===== src/rtl/pwm_cc_pkg.sv =====
package pwm_cc_pkg;
  localparam int NUM_CMP = 4;
  typedef enum logic [1:0] {
    CMP_RA = 2'd0,
    CMP_RB = 2'd1,
    CMP_SA = 2'd2,
    CMP_SB = 2'd3
  } cmp_idx_e;
  typedef enum logic [1:0] {
    SYNC_ON_DOWN = 2'b00,
    SYNC_ON_UP   = 2'b01,
    SYNC_NONE_A  = 2'b10,
    SYNC_NONE_B  = 2'b11
  } sync_sel_e;
endpackage


===== src/rtl/pwm_cc_regs.sv =====
module pwm_cc_regs #(
  parameter int CNT_W   = 12,
  parameter int BUS_W   = 8,
  parameter int NUM_CMP = 4,
  localparam int HI_W   = CNT_W - BUS_W,
  localparam int IDX_W  = $clog2(NUM_CMP),
  localparam int ADDR_W = IDX_W + 1
) (
  input  logic                              clk_i,
  input  logic                              rst_ni,
  input  logic                              wr_en_i,
  input  logic [ADDR_W-1:0]                 wr_addr_i,
  input  logic [BUS_W-1:0]                  wr_data_i,
  input  logic [ADDR_W-1:0]                 rd_addr_i,
  output logic [BUS_W-1:0]                  rd_data_o,
  output logic [NUM_CMP-1:0][CNT_W-1:0]     cmp_o
);
  // only the bits that reach a register are kept in the shared latch
  logic [HI_W-1:0] tmp_q;
  logic [NUM_CMP-1:0][CNT_W-1:0] cmp_q;
  logic wr_hi, wr_lo;

  assign wr_hi = wr_en_i &  wr_addr_i[0];
  assign wr_lo = wr_en_i & ~wr_addr_i[0];

  always_ff @(posedge clk_i or negedge rst_ni) begin
    if (!rst_ni)    tmp_q <= '0;
    else if (wr_hi) tmp_q <= wr_data_i[HI_W-1:0];
  end

  for (genvar i = 0; i < NUM_CMP; i++) begin : g_reg
    always_ff @(posedge clk_i or negedge rst_ni) begin
      if (!rst_ni)
        cmp_q[i] <= '0;
      else if (wr_lo && (wr_addr_i[ADDR_W-1:1] == IDX_W'(i)))
        cmp_q[i] <= {tmp_q, wr_data_i};
    end
  end

  logic [CNT_W-1:0] rd_sel;
  assign rd_sel    = cmp_q[rd_addr_i[ADDR_W-1:1]];
  assign rd_data_o = rd_addr_i[0] ? BUS_W'(rd_sel[CNT_W-1:BUS_W]) : rd_sel[BUS_W-1:0];
  assign cmp_o     = cmp_q;
endmodule


===== src/rtl/pwm_cc_counter.sv =====
module pwm_cc_counter #(
  parameter int CNT_W = 12
) (
  input  logic             clk_i,
  input  logic             rst_ni,
  input  logic [CNT_W-1:0] top_i,
  output logic [CNT_W-1:0] cnt_o,
  output logic             dir_down_o
);
  logic [CNT_W-1:0] cnt_q;
  logic             dir_q;

  always_ff @(posedge clk_i or negedge rst_ni) begin
    if (!rst_ni) begin
      cnt_q <= '0;
      dir_q <= 1'b0;
    end else if (!dir_q) begin
      if (cnt_q >= top_i) begin
        dir_q <= 1'b1;
        cnt_q <= (cnt_q == '0) ? '0 : cnt_q - 1'b1;
      end else begin
        cnt_q <= cnt_q + 1'b1;
      end
    end else begin
      if (cnt_q == '0) begin
        dir_q <= 1'b0;
        cnt_q <= (top_i == '0) ? '0 : CNT_W'(1);
      end else begin
        cnt_q <= cnt_q - 1'b1;
      end
    end
  end

  assign cnt_o      = cnt_q;
  assign dir_down_o = dir_q;
endmodule


===== src/rtl/pwm_cc_match.sv =====
module pwm_cc_match
  import pwm_cc_pkg::*;
#(
  parameter int CNT_W   = 12,
  parameter int NUM_OUT = 2
) (
  input  logic                          clk_i,
  input  logic                          rst_ni,
  input  logic [CNT_W-1:0]              cnt_i,
  input  logic                          dir_down_i,
  input  logic [NUM_CMP-1:0][CNT_W-1:0] cmp_i,
  input  logic [1:0]                    sync_sel_i,
  output logic [NUM_CMP-1:0]            match_o,
  output logic                          sync_o,
  output logic [NUM_OUT-1:0]            wave_o
);
  logic [NUM_CMP-1:0] eq;
  logic [NUM_CMP-1:0] match_q;
  logic sync_q, sync_d, ra_hit;

  for (genvar i = 0; i < NUM_CMP; i++) begin : g_eq
    assign eq[i] = (cnt_i == cmp_i[i]);
  end

  // zero RA never qualifies as a sync source
  assign ra_hit = eq[CMP_RA] && (cmp_i[CMP_RA] != '0);

  always_comb begin
    unique case (sync_sel_e'(sync_sel_i))
      SYNC_ON_DOWN: sync_d = ra_hit &&  dir_down_i;
      SYNC_ON_UP:   sync_d = ra_hit && !dir_down_i;
      default:      sync_d = 1'b0;
    endcase
  end

  always_ff @(posedge clk_i or negedge rst_ni) begin
    if (!rst_ni) begin
      match_q <= '0;
      sync_q  <= 1'b0;
    end else begin
      match_q <= eq;
      sync_q  <= sync_d;
    end
  end

  // channel k: set by compare 2+k rising, cleared by compare k falling
  for (genvar k = 0; k < NUM_OUT; k++) begin : g_wave
    logic wave_q;
    always_ff @(posedge clk_i or negedge rst_ni) begin
      if (!rst_ni)                          wave_q <= 1'b0;
      else if (eq[2+k] && !dir_down_i)      wave_q <= 1'b1;
      else if (eq[k] && dir_down_i)         wave_q <= 1'b0;
    end
    assign wave_o[k] = wave_q;
  end

  assign match_o = match_q;
  assign sync_o  = sync_q;
endmodule


===== src/rtl/pwm_center_cmp.sv =====
module pwm_center_cmp
  import pwm_cc_pkg::*;
#(
  parameter int CNT_W   = 12,
  parameter int BUS_W   = 8,
  localparam int ADDR_W = $clog2(NUM_CMP) + 1
) (
  input  logic              clk_i,
  input  logic              rst_ni,
  input  logic              wr_en_i,
  input  logic [ADDR_W-1:0] wr_addr_i,
  input  logic [BUS_W-1:0]  wr_data_i,
  input  logic [ADDR_W-1:0] rd_addr_i,
  output logic [BUS_W-1:0]  rd_data_o,
  input  logic [CNT_W-1:0]  top_i,
  input  logic [1:0]        sync_sel_i,
  output logic [CNT_W-1:0]  cnt_o,
  output logic              dir_down_o,
  output logic [NUM_CMP-1:0] match_o,
  output logic              sync_o,
  output logic              out_a_o,
  output logic              out_b_o
);
  logic [NUM_CMP-1:0][CNT_W-1:0] cmp_w;
  logic [1:0] wave_w;

  pwm_cc_regs #(.CNT_W(CNT_W), .BUS_W(BUS_W), .NUM_CMP(NUM_CMP)) u_regs (
    .clk_i, .rst_ni, .wr_en_i, .wr_addr_i, .wr_data_i, .rd_addr_i, .rd_data_o,
    .cmp_o(cmp_w)
  );

  pwm_cc_counter #(.CNT_W(CNT_W)) u_cnt (
    .clk_i, .rst_ni, .top_i, .cnt_o, .dir_down_o
  );

  pwm_cc_match #(.CNT_W(CNT_W), .NUM_OUT(2)) u_match (
    .clk_i, .rst_ni, .cnt_i(cnt_o), .dir_down_i(dir_down_o), .cmp_i(cmp_w),
    .sync_sel_i, .match_o, .sync_o, .wave_o(wave_w)
  );

  assign out_a_o = wave_w[0];
  assign out_b_o = wave_w[1];
endmodule


===== config.mk =====
export PLATFORM = sky130hd
export DESIGN_NAME = pwm_center_cmp
export DESIGN_NICKNAME = d
export VERILOG_FILES = /design/src/rtl/pwm_cc_pkg.sv /design/src/rtl/pwm_cc_regs.sv /design/src/rtl/pwm_cc_counter.sv /design/src/rtl/pwm_cc_match.sv /design/src/rtl/pwm_center_cmp.sv
export SDC_FILE = /design/constraint.sdc
export NUM_CORES = 1
export LEC_CHECK = 0
export BUFFER_PORTS_ARGS = -buffer_cell sky130_fd_sc_hd__buf_2
export CAP_MARGIN = 10
export CORE_UTILIZATION = 42
export CTS_CLUSTER_DIAMETER = 60
export DETAILED_ROUTE_END_ITERATION = 12
export HOLD_SLACK_MARGIN = 0.15
export SLEW_MARGIN = 20
export SYNTH_ARGS = -nofsm -noshare
export SYNTH_HDL_FRONTEND = slang
export SYNTH_SLANG_ARGS = --single-unit

===== constraint.sdc =====
create_clock -name clk_i -period 2.65 [get_ports clk_i]
set_input_delay 0.6625 -clock clk_i [delete_from_list [all_inputs] [get_ports clk_i]]
set_output_delay 0.6625 -clock clk_i [all_outputs]
set_load 0.02 [all_outputs]

### After elaboration in Yosys (flattened, before gate mapping)

Cells that the tools add are included.

| storage, ports and cells | value |
|---|---|
| word-level logic and storage cells | 61 |
| flip-flop bits (word level) | 72 |
| input bits | 31 |

| operators by class | value |
|---|---|
| reductions and logical operators | 19 |
| equal/unequal tests | 8 |
| $add $sub $neg | 2 |
| bitwise operators | 3 |
| mux-type cells | 16 |
| order comparisons | 2 |

Operator list:

| operator | number |
|---|---|
| 12-bit two-way mux | 5 |
| 12-bit == test | 4 |
| 12-bit binary-select mux with 2-bit select | 1 |
| 12-bit zero test | 2 |
| 12-bit by 1-bit adder with 12-bit output (second input constant) | 1 |
| 12-bit >= comparator | 1 |
| 12-bit nonzero test | 1 |
| 12-bit by 1-bit subtractor with 12-bit output (second input constant) | 1 |
| 1-bit logical AND | 11 |
| 1-bit two-way mux | 8 |
| 8-bit two-way mux | 1 |
| 2-bit by 1-bit == test with 1-bit output (second input constant) | 2 |
| 2-bit == test (second input constant) | 2 |
| 2-bit zero test | 2 |
| 2-bit nonzero test | 2 |
| 2-bit by 3-bit < comparator with 1-bit output (second input constant) | 1 |
| 1-bit bitwise AND | 2 |
| 1-bit case mux with 2 select lines | 1 |
| 1-bit zero test | 1 |
| 1-bit NOT | 1 |

### Longest topological paths before layout

Gate-level depths: netlist (run 1).

| depth | value |
|---|---|
| depth after elaboration | 4 |
| mapped depth | 11 |
| gate-level depth less buffers | 8 |

### Cells and area by module

Synthesis (run 1) repeated with hierarchy kept, for this count alone.

| second synthesis, totals | value |
|---|---|
| cell total of the unflattened synthesis | 398 |
| area, all modules | 4591.9 µm² |

By module, submodules not included:

| module | area an instance (µm²) | seq. area each (µm²) | cells an instance | times used |
|---|---|---|---|---|
| pwm_cc_regs | 2366.0 | 1301.2 | 136 | 1 |
| pwm_cc_counter | 1345.0 | 325.3 | 164 | 1 |
| pwm_cc_match | 880.8 | 175.2 | 98 | 1 |

### Least setup slack after synthesis (run 1)

No wires, ideal clock.

| timing path | value |
|---|---|
| path type | register to register |
| start point | register u_cnt.cnt_q[0], in the netlist u_cnt.cnt_o[0] |
| end point | register u_cnt.cnt_q[10], in the netlist u_cnt.cnt_o[10] |
| path slack | 175 ps |
| buffers on the path | 2 |
| required time | 2570 ps |
| stages on the path, launching flop included | 11 |
| arrival time | 2395 ps |
| cell sequence | dfrtp_1 -> clkbuf_1 -> inv_1 -> ha_1 -> nor2b_1 -> o21ai_0 -> a221oi_2 -> o21a_1 -> buf_4 -> or4_1 -> o211ai_2 |

| between the ends | value |
|---|---|
| longest elaborated chain between the ends | 4 |
| elaborated cells on any way between the ends | 8 |
| those cells by class | add/sub: 2; order compare: 1; mux: 4; reduce/logical: 1 |

RTL lines:

| element | line | text |
|---|---|---|
| start, declared | pwm_cc_counter.sv:10 | `logic [CNT_W-1:0] cnt_q;` |
| start signal, assigned | pwm_cc_counter.sv:20 | `cnt_q <= (cnt_q == '0) ? '0 : cnt_q - 1'b1;` |
| start signal, assigned | pwm_cc_counter.sv:22 | `cnt_q <= cnt_q + 1'b1;` |
| start signal, assigned | pwm_cc_counter.sv:27 | `cnt_q <= (top_i == '0) ? '0 : CNT_W'(1);` |
| 12-bit by 1-bit subtractor with 12-bit output / 12-bit zero test (equally long branches) | pwm_cc_counter.sv:20, pwm_cc_counter.sv:29, pwm_cc_counter.sv:25 |  |
| 12-bit two-way mux | pwm_cc_counter.sv:20 |  |
| 12-bit two-way mux | pwm_cc_counter.sv:18 | `if (cnt_q >= top_i) begin` |
| 12-bit two-way mux (*) | pwm_cc_counter.sv:17 | `end else if (!dir_q) begin` |

Mark *: on every way between the ends. The rest lies on a longest branch, timed or not.
A chain may end at the register's enable or synchronous reset.

### Worst setup path after layout (run 1)

| timing path | value |
|---|---|
| start point | input port rd_addr_i[1] |
| end point | output port rd_data_o[2] |

| between the ends | value |
|---|---|
| longest elaborated chain between the ends | 3 |

RTL lines:

| element | line | text |
|---|---|---|
| start, declared | pwm_center_cmp.sv:13 | `input logic [ADDR_W-1:0] rd_addr_i,` |
| 12-bit binary-select mux with 2-bit select | pwm_cc_regs.sv:41 | `assign rd_sel = cmp_q[rd_addr_i[ADDR_W-1:1]];` |
| 12-bit two-way mux (not written as such) | pwm_cc_regs.sv:41 |  |
| 8-bit two-way mux | pwm_cc_regs.sv:42 | `assign rd_data_o = rd_addr_i[0] ? BUS_W'(rd_sel[CNT_W-1:BUS_W]) : rd_sel[BUS_W-1:0];` |
| end, declared | pwm_center_cmp.sv:14 | `output logic [BUS_W-1:0] rd_data_o,` |

No other way between the ends. The select of a mux whose other input is x is not followed.

==> results of run 1 <==
[registers in the layout, indices dropped and copies added (netlist names)]
name / cells
u_regs.tmp_q: 4
u_match.match_o: 4
u_cnt.cnt_o: 12
u_regs.cmp_o: 48
u_cnt.dir_down_o: 1
u_match.sync_o: 1
u_match.g_wave.wave_q: 2
[final cells by class]
| class | instances | share of cell area (%) |
|---|---|---|
| Clock buffer | 10 | 2.656 |
| Inverter | 16 | 1.159 |
| Tap cell | 136 | 3.283 |
| Timing Repair Buffer | 79 | 9.367 |
| Clock inverter | 5 | 1.569 |
| Sequential cell | 72 | 34.77 |
| Multi-Input combinational cell | 281 | 47.20 |
[per-stage QoR]
step,setup WS (ns),instances
after detailed placement,0.06090,584
after global routing,0.07583,599
after global placement,0.1012,584
after CTS,0.1052,599
final,0.1210,599
after floorplan,0.1750,393
[per-layer routing]
layer	routed length [µm]	GRT usage (%)	share of wire (%)	up-vias
li1	-	-	-	1554
met1	4894	28.13	45	1685
met2	5339	36.00	49	91
met3	493	3.993	4.5	10
met4	111	6.539	1.0	0
met5	0	0	0	-
[power by group through the flow]
stage	Clock, mW	Sequential, mW	Combinational (mW)
6_report	0.962	1.62	1.92
3_5_place_dp	0	1.64	1.91
2_1_floorplan	0	1.68	1.29
3_3_place_gp	0	1.63	1.88
4_1_cts	0.988	1.62	1.92
5_1_grt	1.04	1.66	2.10
[worst max-delay path: stages]
cell	delay (ns)
sky130_fd_sc_hd__buf_2	0.10
sky130_fd_sc_hd__buf_12	0.15
sky130_fd_sc_hd__mux4_2	0.50
sky130_fd_sc_hd__mux2_2	0.28
sky130_fd_sc_hd__buf_2	0.16
[cells in the final DEF, fill, tap and decap left out, types with 2 or more instances in the layout]
cell type,Yosys,final
sky130_fd_sc_hd__nand4_1,15,15
sky130_fd_sc_hd__xor2_1,14,14
sky130_fd_sc_hd__mux2_2,57,57
sky130_fd_sc_hd__inv_1,16,16
sky130_fd_sc_hd__and3_1,3,3
sky130_fd_sc_hd__o211ai_1,7,7
sky130_fd_sc_hd__or3_1,2,2
sky130_fd_sc_hd__nand2_1,21,21
sky130_fd_sc_hd__nor2_1,15,15
sky130_fd_sc_hd__and2_1,2,2
sky130_fd_sc_hd__clkbuf_8,0,10
sky130_fd_sc_hd__nand3_1,13,13
sky130_fd_sc_hd__dfrtp_1,72,72
sky130_fd_sc_hd__a21oi_1,7,7
sky130_fd_sc_hd__bufinv_16,0,2
sky130_fd_sc_hd__nor2b_1,6,6
sky130_fd_sc_hd__nor4_1,12,12
sky130_fd_sc_hd__a22oi_1,2,2
sky130_fd_sc_hd__buf_2,9,58
sky130_fd_sc_hd__xnor2_1,38,38
sky130_fd_sc_hd__o21ai_0,8,8
sky130_fd_sc_hd__buf_4,3,18
sky130_fd_sc_hd__mux2i_1,3,3
sky130_fd_sc_hd__nor3_1,5,5
sky130_fd_sc_hd__nor3b_2,1,2
sky130_fd_sc_hd__buf_12,0,3
sky130_fd_sc_hd__mux4_2,12,12
sky130_fd_sc_hd__ha_1,15,15
sky130_fd_sc_hd__nor3_2,2,2
sky130_fd_sc_hd__o21a_1,2,2
[kinds of logic after synthesis]
| kind of cell | Yosys count | share of synthesized area [%] |
|---|---|---|
| xor gates and xnor gates | 52 | 10.29 |
| muxes | 72 | 21.30 |
| buffers and inverters | 40 | 4.101 |
| adders and majority gates | 15 | 4.242 |
| AOI/OAI and AO/OA | 36 | 5.600 |
| and+or+nand+nor | 106 | 13.74 |
| DFF | 72 | 40.72 |
[worst min-delay path by stage]
stage / start / endpoint / slack [ns] / cells past startpoint
CTS: rst_ni / u_cnt.cnt_o[1] / 0.35 / 2
finish: rst_ni / u_cnt.cnt_o[0] / 0.33 / 2
floorplan: rst_ni / u_cnt.cnt_o[0] / 0.37 / 0
global placement: u_match.g_wave[0].wave_q / u_match.g_wave[0].wave_q / 0.50 / 2
global route: rst_ni / u_cnt.cnt_o[1] / 0.36 / 2
detailed placement: u_match.g_wave[0].wave_q / u_match.g_wave[0].wave_q / 0.51 / 2
==> impl.org, run 1 <==
** Yosys
- Cell type contributing the most total cell area after synthesis :: sky130_fd_sc_hd__dfrtp_1
- Number of storage elements in the synthesis netlist :: 72
- Most instantiated flip-flop cell in the synthesis netlist :: sky130_fd_sc_hd__dfrtp_1
- In this run the mean area of a mapped cell was about 11 µm².
- Most instantiated library cell after synthesis :: sky130_fd_sc_hd__dfrtp_1
- For this run, the number of Yosys warnings is 0.
- Synth Instances :: between 300 and 400
- Area of the mapped netlist :: around 4400 µm²
- The commonest cells after synthesis are sky130_fd_sc_hd__dfrtp_1, sky130_fd_sc_hd__mux2_2, sky130_fd_sc_hd__xnor2_1.
- Net count after synthesis :: between 400 and 500
- Number of enable flip-flop cells after synthesis :: 0
- Sequential fraction of the synthesis area :: between 40% and 50%
- After synthesis, the largest area contributor takes up slightly above 40% of total cell area.
- In the synthesized netlist the async set-or-reset flop fraction comes to 100.0%.
- Count of different cell masters after synthesis :: 50
- Synth top area cells :: sky130_fd_sc_hd__dfrtp_1, sky130_fd_sc_hd__mux2_2, sky130_fd_sc_hd__xnor2_1, sky130_fd_sc_hd__mux4_2, sky130_fd_sc_hd__ha_1

** Power and ir drop
- Power spread over the standard cell area amounts to approximately 870 nW/µm².
- Switching share of power :: about 37%
- Internal power :: between 2 and 3 mW
- Clock group share of total power :: 21.4%
- VDD sags by at most between 400 and 500 µV.
- The analysis attributes to cell leakage a power of roughly 2.3 nW.
- The design draws around 4.5 mW.
- Relative contribution of combinational cells to total power :: between 40% and 50%
- In this run the power spent charging and discharging nets is around 1.7 mW.
- Of the total power, registers draw 36.0%.

** Clocking
- TritonCTS built the clock tree.
- Gates resized during post-CTS repair numbered 0.
- The H-tree was split into 3 levels.
- Clk pin slew, worst setup/hold paths :: approximately 0.08 ns
- Once the clock tree was built, the setup fixing pass inserted 0 buffers.
- Clk_lat worst skew :: between 0.3 and 0.4 ns
- Largest buffer count on any clock path :: 2
- CTS saw between 70 and 80 sinks.
- Hold-fix buffers at CTS :: 0
- Total CTS buffers :: 9
- The tree is rooted in a sky130_fd_sc_hd__clkbuf_8.

** Run status
- The flow ran to the end, and the final reports show no timing, DRC or antenna violations.

** Place
- In this run the tool buffered the top-level ports with 58 buffer cells.
- The HPWL after detailed placement is 8.198 mm.
- In this run the cell area measured after placement is around 5000 µm².
- The congestion estimate from routability-driven global placement came to ~0.84.

** Global route
- Antenna violations before repair :: 0
- The first global-routing pass estimated 18.13 mm of wire.
- Maximum number of pins on one net before global-route repair :: 73
- GRT overflow :: 0
- Global routing consumed, over all layers together, between 20% and 30% of the routing resources.
- Via count of the first global-routing pass :: between 3,000 and 4,000

** Critical path
- Crit Path Max Fanout :: 12
- For the worst setup path, the data required time is 1.99 ns.
- Critical R2R Launch :: u_cnt.cnt_o[0]
- The worst setup path is captured at an output port.
- Data arrives at the worst endpoint at roughly 1.9 ns.
- Register-to-register setup slack :: 0.34 ns
- Category of the critical setup timing path :: in2out
- Crit path launch :: rd_addr_i[1]
- Critical Path Start Type :: input pin
- Measured in cells, the most critical reg-to-reg path has a length of 10.
- The most critical setup path has its endpoint at rd_data_o[2].
- The endpoint identified for the worst register-to-register timing path is u_cnt.cnt_o[6].

** Detailed routing
- For this run, design rule violations remaining after detail routing come to 0.
- Number of nets with antenna violations after detailed routing :: 0
- Number of search-and-repair iterations in the first detailed-routing pass :: 4
- Total Routed Length :: approximately 11 mm
- Routed length per placed instance :: 18.10 µm
- In the routed layout, each cell is associated on average with a via count of around 5.6.
- Via count :: between 3,000 and 4,000
- Initial DRC Count :: 131

** STA
- Final critical path time including I/O delays and setup :: 2.529 ns
- Worst hold margin :: around 0.33 ns
- The final critical path takes up ~95% of the cycle.
- Worst setup skew after layout :: 0.009710 ns
- Pin slew with the least headroom to its limit :: 0.5477 ns
- Max Clock Freq :: 395.4 MHz
- Worst relative slew slack :: between 60% and 70%
- The number of failing hold endpoints at the final stage was 0.
- Setup TNS Final :: 0 ns
- Total count of max-transition violations in the final report :: 0
- Count of endpoints failing setup in the final report :: 0
- Setup repair after global routing missed its margin :: false

** Final layout
- Number of fillers in the final layout :: roughly 930
- 0 antenna diodes ended up in the layout.
- FF/Latch Area :: ~1800 µm²
- Layout overhead on the synthesized area :: 17.14%
- Cells fill 50.43% of the core in the end.
- With fillers left out, the area of the finished cells amounts to 5182 µm².
- For this run, the post-layout net count is 505.
- In the final layout, the multi-input gates occupy roughly 2400 µm².
- Ratio of cells with drive above 1 in the final layout :: between 30% and 40%

** Floorplanning
- Row generation in the floorplan step produced 37 rows.
- Measured along the x axis, the die boundary spans 104.6 µm.
- Initial Util :: around 43%
- During I/O placement, the number of pins put on the boundary was 59.
- The die is about 100 µm tall.
- The floorplan step defined a core boundary enclosing 10,280 µm².
- The floorplan step defined a die boundary enclosing ~11,000 µm².

** Flow run
- Max-cap viol count :: 0

** Hold path
- The worst hold path belongs to the class in2async.
Note: power is estimated with default switching activity, not from simulation.
==> inputs of run 2 (changes only) <==
Settings changed: SETUP_SLACK_MARGIN from default to 0.4.
==> run 2 against run 1 <==
Net effect:
- flip-flop and latch count is the same
- sequential share of layout area shrank 1.0 points
- critical path depth is the same
- clock power shrank 5.8%
- first-iteration DRC count grew 27%
- critical path type unchanged
- largest cell class unchanged
==> impl.org, run 2 (same netlist as run 1, synthesis figures left out) <==
** Place
- Pre-CTS worst setup slack :: between 0.06 and 0.07 ns
- Count of input and output buffers :: 58
- GPL Wtd Cong :: 0.8754
- The wire-length estimate of the detail-placed layout is between 7 and 8 mm.

** Final layout
- In the final layout, the multi-input gates occupy approximately 2500 µm².
- FF/Latch Area :: around 1800 µm²
- Ratio of cells with drive above 1 in the final layout :: around 40%
- After filler insertion, the fill cell instance count of the layout stands at just over 900.
- After the last flow step, the layout net total stands at slightly above 500.
- The repair_antennas step left the layout with diodes totalling 0.
- The register with the most flip-flops in the layout has 48 of them.
- Relative to the synthesized area, the layout overhead comes to 20.81%.
- Leaving out fill and tap cells, the most frequent cells in the layout are sky130_fd_sc_hd__dfrtp_1, sky130_fd_sc_hd__mux2_2, sky130_fd_sc_hd__buf_2.
- Leaving out fill and tap cells, the most frequent cell in the layout is sky130_fd_sc_hd__dfrtp_1.

** STA
- Count of endpoints failing setup in the final report :: 0
- Setup TNS Final :: 0 ns
- The worst path meets setup with between 0.15 and 0.2 ns of slack.
- Measured against its own limit, the worst slew margin works out to 48.89%.
- The number of max-slew violations in the final report is 0.
- Of the available clock period, the critical path in the final layout requires between 90% and 100%.
- Setup repair after global routing could not meet its margin everywhere.
- Clock skew on the completed layout was measured at between 0.007 and 0.008 ns.
- Final hold viol count :: 0
- Final critical path time including I/O delays and setup :: 2.461 ns
- Max Clock Freq :: 406.3 MHz
- At the pin with the least slew margin, the transition time is between 0.7 and 0.8 ns.

** Global route
- met2 is the most crowded layer.
- The first global-routing pass estimated around 18 mm of wire.
- Global routing used under 10% of the available met3 tracks.
- The initial antenna violation count is 0.
- Global routing consumed, on the met1 layer, 27.41% of the routing resources.
- GRT Resource Usage Total :: 21.10%
- The number of global-route vias before repair was 3,399.
- For this run, global-route usage on met2 was measured as 36.23%.
- Maximum number of pins on one net before global-route repair :: 32
- For this run the aggregate overflow at the end of global routing stands at 0.

** Detailed routing
- The first routing iteration left ~170 violations.
- The pre-antenna-repair detailed-routing pass consisted of 4 iterations.
- In the final routed layout, each cell accounts on average for ~18 µm.
- Count of unresolved DRC violations after routing :: 0
- After detailed routing, the number of vias per cell comes to roughly 5.5.
- Once detail routing completed, the nets flagged for antenna violations numbered 0.
- Via count :: 3,366
- Total Routed Length :: ~11 mm

** Critical path
- The slowest stage of the critical path belongs to the cell sky130_fd_sc_hd__mux4_2.
- Data on the critical path is required at its endpoint by 1.99 ns.
- Critical Path Start Type :: input pin
- Maximum cell stage delay along the critical path :: 0.49 ns
- STA puts the critical path data arrival time at about 1.8 ns.
- Of all nets on the critical path, the largest fanout is 6.
- Critical path, cell by cell :: buf_12, buf_12, mux4_2, mux2_4, buf_6
- Cell repeated most along the worst path :: sky130_fd_sc_hd__buf_12
- Endpoint kind of the worst setup timing path :: output port
- The setup path with the least slack is of type in2out.

** Clocking
- CTS Root Cell :: sky130_fd_sc_hd__clkbuf_8
- Hold-fix buffers at CTS :: 0
- In this run the number of H-tree levels came out at 3.
- Clk_lat worst skew :: between 0.3 and 0.4 ns
- The clock net in this run drives a total of 72 sinks.
- Largest buffer count on any clock path :: 2
- Clock-pin slew was measured on the worst setup and hold paths at 0.09 ns.
- TritonCTS built the clock tree.
- Total CTS buffers :: 9

** Floorplanning
- Chip height :: 104.6 µm
- The initial utilization of the core area, before any placement, comes to between 40% and 50%.
- FP Rows :: 37
- Die ar. :: 10,950 µm²
- Pin placement for this block handled 59 I/O pins.
- In this run the horizontal extent of the chip is between 100 and 150 µm.
- In this run the standard cell core region covers approximately 10,000 µm².

** Flow run
- Max-cap viol count :: 0

** Power and ir drop
- Max rail drop VDD :: roughly 380 µV
- Sequential cells burn between 30% and 40% of the power.
- Net switching is a little under two fifths of the power.
- Of the total power, combinational logic draws between 40% and 50%.
- Dividing total power by cell area gives a power density of approximately 850 nW/µm².
- The analysis attributes to net switching a power of roughly 1.7 mW.
- Static leakage power :: 2.350 nW
- Internal power :: 2.799 mW
- Clock group share of total power :: 20.0%

** Run status
- The flow ran to the end, and the final reports show no timing, DRC or antenna violations.

** Hold path
- The path class of the tightest hold or removal check is in2async.
==> run 2: changes by cell type in the layout (fill, tap and decap cells not counted), moves of 4 or more <==
cell | before | now
sky130_fd_sc_hd__buf_4 | 18 | 25
sky130_fd_sc_hd__buf_6 | 0 | 6
sky130_fd_sc_hd__mux2_2 | 57 | 53
sky130_fd_sc_hd__mux2_4 | 0 | 4
sky130_fd_sc_hd__buf_2 | 58 | 49
==> run 2: worst paths after layout <==
kind | start | end | slack, ns | depth (start not counted)
max | rd_addr_i[1] | rd_data_o[0] | 0.19 | 5
min | rst_ni | u_match.match_o[0] | 0.38 | 1
max reg2reg | u_cnt.cnt_o[2] | u_cnt.cnt_o[10] | 0.56 | 9
min reg2reg | u_match.g_wave[0].wave_q | u_match.g_wave[0].wave_q | 0.51 | 2
max in group asynchronous | rst_ni | u_regs.cmp_o[40] | 1.60 | 2
min in group clk_i | sync_sel_i[1] | u_match.sync_o | 0.48 | 2
==> run 2: cell type report <==
class	instances	share of cell area (%)
inverter	16	1.124
timing repair buffer	86	11.66
sequential	72	33.73
clock inverter	6	1.264
multi-input combinational	281	46.47
clock buffer	10	2.575
tap	136	3.184
==> run 2: power groups by stage <==
stage / Combinational [mW] / Sequential (mW) / Clock [mW]
after floorplan: 1.31 / 1.68 / 0
after global placement: 1.87 / 1.64 / 0
after detailed placement: 1.90 / 1.64 / 0
after CTS: 1.99 / 1.62 / 0.927
after global routing: 2.18 / 1.66 / 0.973
final: 2.01 / 1.62 / 0.906
==> run 2: through the flow <==
step	util [%]	instance area (µm²)	hold WS [ns]	total power, mW	cells
global placement	48.41	4975	0.4951	3.510	585
finish	52.01	5345	0.3845	4.536	607
global route	52.01	5345	0.4177	4.813	607
CTS	51.78	5321	0.3899	4.535	607
detailed placement	48.41	4975	0.5007	3.540	585
floorplan	-	4461	0.3669	2.990	393
==> run 2: metal layers <==
layer | up-vias | share of wire, %
li1 | 1573 | -
met5 | - | 0
met4 | 0 | 0.70
met3 | 6 | 4.2
met2 | 98 | 50
met1 | 1689 | 46
==> run 2: critical path: cells and delay by family <==
family / cells / cell delay, ns
buffers and inverters: 3 / 0.35
multiplexers: 2 / 0.78
==> run 2: timing repair <==
| action | in CTS | in global routing |
|---|---|---|
| pin swaps | 1 | 1 |
| endpoints found under the setup margin | 10 | 13 |
| gates resized for setup | 20 | 10 |
| cloned | 1 | 0 |
| setup buffers | 5 | 0 |
==> inputs of run 3 (changes only) <==
Settings changed: BUFFER_PORTS_ARGS -buffer_cell sky130_fd_sc_hd__buf_2 to -buffer_cell sky130_fd_sc_hd__buf_4.
==> run 3 against run 2 <==
Net effect:
- non-clock buffer count up 20
- clock power up 18%
- critical path depth down 1
- via count up 2.1%
- clock-buffer cell count down 1
- flip-flop and latch count unchanged
- fmax up 4.6%
- die area unchanged
- combinational power up 12%
- setup slack better by 0.11 ns
- global-route usage up 1.2 points
- critical endpoint is now rd_data_o[1]
==> impl.org, run 3 (same netlist as run 1, synthesis figures left out) <==
** Run status
- The run finished with clean final reports.

** Power and ir drop
- Net switching is between 30% and 40% of the power.
- Static leakage power :: between 2 and 3 nW
- Across the VDD grid, the largest voltage drop is ~460 µV.
- Portion of total power attributed to sequential cells :: between 30 and 40%
- In this run the power spent charging and discharging nets is between 1.5 and 2 mW.
- For this design the ratio of total power to cell area is around 860 nW/µm².
- The share of total power dissipated in the clock network is a little over a fifth.
- Internal power :: between 3 and 4 mW
- Combinational logic burns 45.8% of the power.

** Critical path
- Crit path max-delay cell type :: sky130_fd_sc_hd__mux4_2
- The critical path goes through buf_16, mux4_2, mux2_4, buf_6.
- For the worst setup path, the data arrival time is about 1.7 ns.
- Endpoint kind of the worst setup timing path :: output port
- Crit Path Max Fanout :: 5
- Data on the critical path is required at its endpoint by 1.99 ns.
- The critical path is of the in2out type.
- The worst setup path is launched from an input pin.
- Maximum cell stage delay along the critical path :: 0.50 ns

** Clocking
- The clock reaches the later pin of the worst-skew pair after approximately 0.35 ns.
- After clock tree synthesis, the clock-pin slew on the worst setup and hold paths is around 0.080 ns.
- CTS Root Cell :: sky130_fd_sc_hd__clkbuf_8
- Counting along the longest clock path gives a buffer depth of 2.
- CTS tree :: yes
- Total CTS buffers :: 9
- Sinks on the clock net :: around 70
- Hold-fix buffers at CTS :: 0
- Level count of the clock H-tree :: 3

** STA
- Worst setup skew after layout :: between 0.009 and 0.01 ns
- Worst relative slew slack :: about three fifths
- Setup violations remaining at the end of the flow were counted as 0.
- The number of failing hold endpoints at the final stage came to 0.
- The number of max-slew violations in the final report came to 0.
- After layout, the worst path uses around nine tenths of the clock period.
- Setup TNS Final :: 0 ns
- Setup repair after global routing missed its margin :: true
- Final critical path time including I/O delays and setup :: 2.354 ns
- Based on the critical path, the design can be clocked at up to around 420 MHz.
- For the pin with the worst max-slew slack, the measured transition is about 0.57 ns.

** Floorplanning
- After floorplanning, the core was divided into 37 placement rows.
- Num ports :: slightly below 60
- Die X-Extent :: 104.6 µm
- Chip height :: between 100 and 150 µm
- The initial utilization of the core area, before any placement, comes to a little over two fifths.
- The die covers between 10,000 and 15,000 µm².
- Core box area :: 10,280 µm²

** Global route
- Global routing used under 10% of the available met3 tracks.
- Entering global routing, the biggest net connects 42 pins.
- Most used routing layer in global routing :: met2
- Via count of the first global-routing pass :: 3,501
- For this run, global-route usage on met1 was measured as between 20% and 30%.
- GRT Resource Usage Total :: between 20% and 30%
- Wire length of the first global-routing pass :: 18.71 mm
- GR Util met2 :: 37.84%
- GRT overflow :: 0
- Antenna violations before repair :: 0

** Detailed routing
- Number of nets with antenna violations after detailed routing :: 0
- Across all layers, the routed design uses around 3,400 vias.
- The detailed router finished its first iteration with ~160 violations.
- Count of unresolved DRC violations after routing :: 0
- Dividing the detail-routed via count by the number of cells gives around 5.5.
- Routed length per placed instance :: between 15 and 20 µm
- Total Routed Length :: ~11 mm
- The first detailed-routing pass took 4 iterations.

** Final layout
- Final instance count without filler cells :: ~630
- Leaving out fill and tap cells, the most frequent cells in the layout are sky130_fd_sc_hd__buf_4, sky130_fd_sc_hd__dfrtp_1, sky130_fd_sc_hd__mux2_2.
- The register with the most flip-flops in the layout has between 40 and 50 of them.
- Ratio of cells with drive above 1 in the final layout :: between 40% and 50%
- Layout overhead on the synthesized area :: 28.37%
- N_diodes :: 0
- Share of the core filled with cells :: between 50 and 60%
- The library cell used most frequently in the layout, excluding fill and tap cells, is sky130_fd_sc_hd__buf_4.
- Layout Nets :: ~530

** Place
- In this run, placement finished with an instance count of a little under 600.
- After legalization and detailed placement, the total HPWL measured a little over 8 mm.
- GPL Wtd Cong :: roughly 0.83
- During placement, the flow inserted port buffers numbering between 50 and 60.

** Flow run
- Max-cap viol count :: 0

** Hold path
- The worst hold path belongs to the class in2async.
==> run 3: metrics by stage <==
stage / power, mW / setup slack, ns / hold slack, ns / area, µm²
floorplan: 2.990 / 0.4017 / 0.3669 / 4461
global placement: 3.581 / 0.1045 / 0.5036 / 5087
detailed placement: 3.624 / 0.08979 / 0.5167 / 5087
CTS: 4.811 / 0.2985 / 0.3052 / 5543
global route: 5.192 / 0.2756 / 0.3322 / 5679
finish: 4.901 / 0.2958 / 0.2989 / 5679
==> run 3: worst max-delay path: cells and delay by family <==
kind	cells	cell delay, ns
muxes	2	0.79
buffers and inverters	2	0.23
==> run 3: power by group through the flow <==
stage	logic [mW]	clock network, mW	registers (mW)
2_1_floorplan	1.31	0	1.68
3_3_place_gp	1.94	0	1.64
3_5_place_dp	1.97	0	1.66
4_1_cts	2.12	1.08	1.60
5_1_grt	2.44	1.14	1.62
6_report	2.25	1.07	1.58
==> run 3: cell type report <==
class	instances	area (µm²)
multi-input combinational	281	2507
fill	904	4598
inverter	16	60.06
sequential	72	1807
clock buffer	9	123.9
timing repair buffer	106	890.9
clock inverter	7	120.1
tap	136	170.2
==> run 3: path summary, 6_finish.rpt <==
path	startpoint	endpoint	slack, ns	cells past startpoint
max	rd_addr_i[1]	rd_data_o[1]	0.30	4
min	rst_ni	u_match.sync_o	0.30	1
max reg2reg	u_cnt.cnt_o[2]	u_cnt.cnt_o[10]	0.54	9
min reg2reg	u_match.g_wave[0].wave_q	u_match.g_wave[0].wave_q	0.52	2
max in group asynchronous	rst_ni	u_regs.cmp_o[9]	1.70	2
min in group clk_i	sync_sel_i[1]	u_match.sync_o	0.45	2
==> run 3: metal layers <==
| layer | vias up | part of all wire, % |
|---|---|---|
| li1 | 1605 | - |
| met1 | 1699 | 42 |
| met2 | 120 | 50 |
| met3 | 12 | 6.2 |
| met4 | 0 | 1.6 |
| met5 | - | 0 |
==> run 3: timing repair <==
action | in CTS | in global routing
pin swaps | 1 | 2
setup endpoints to repair | 9 | 17
gates cloned | 1 | 0
buffers inserted | 15 | 11
gates resized for setup | 17 | 14
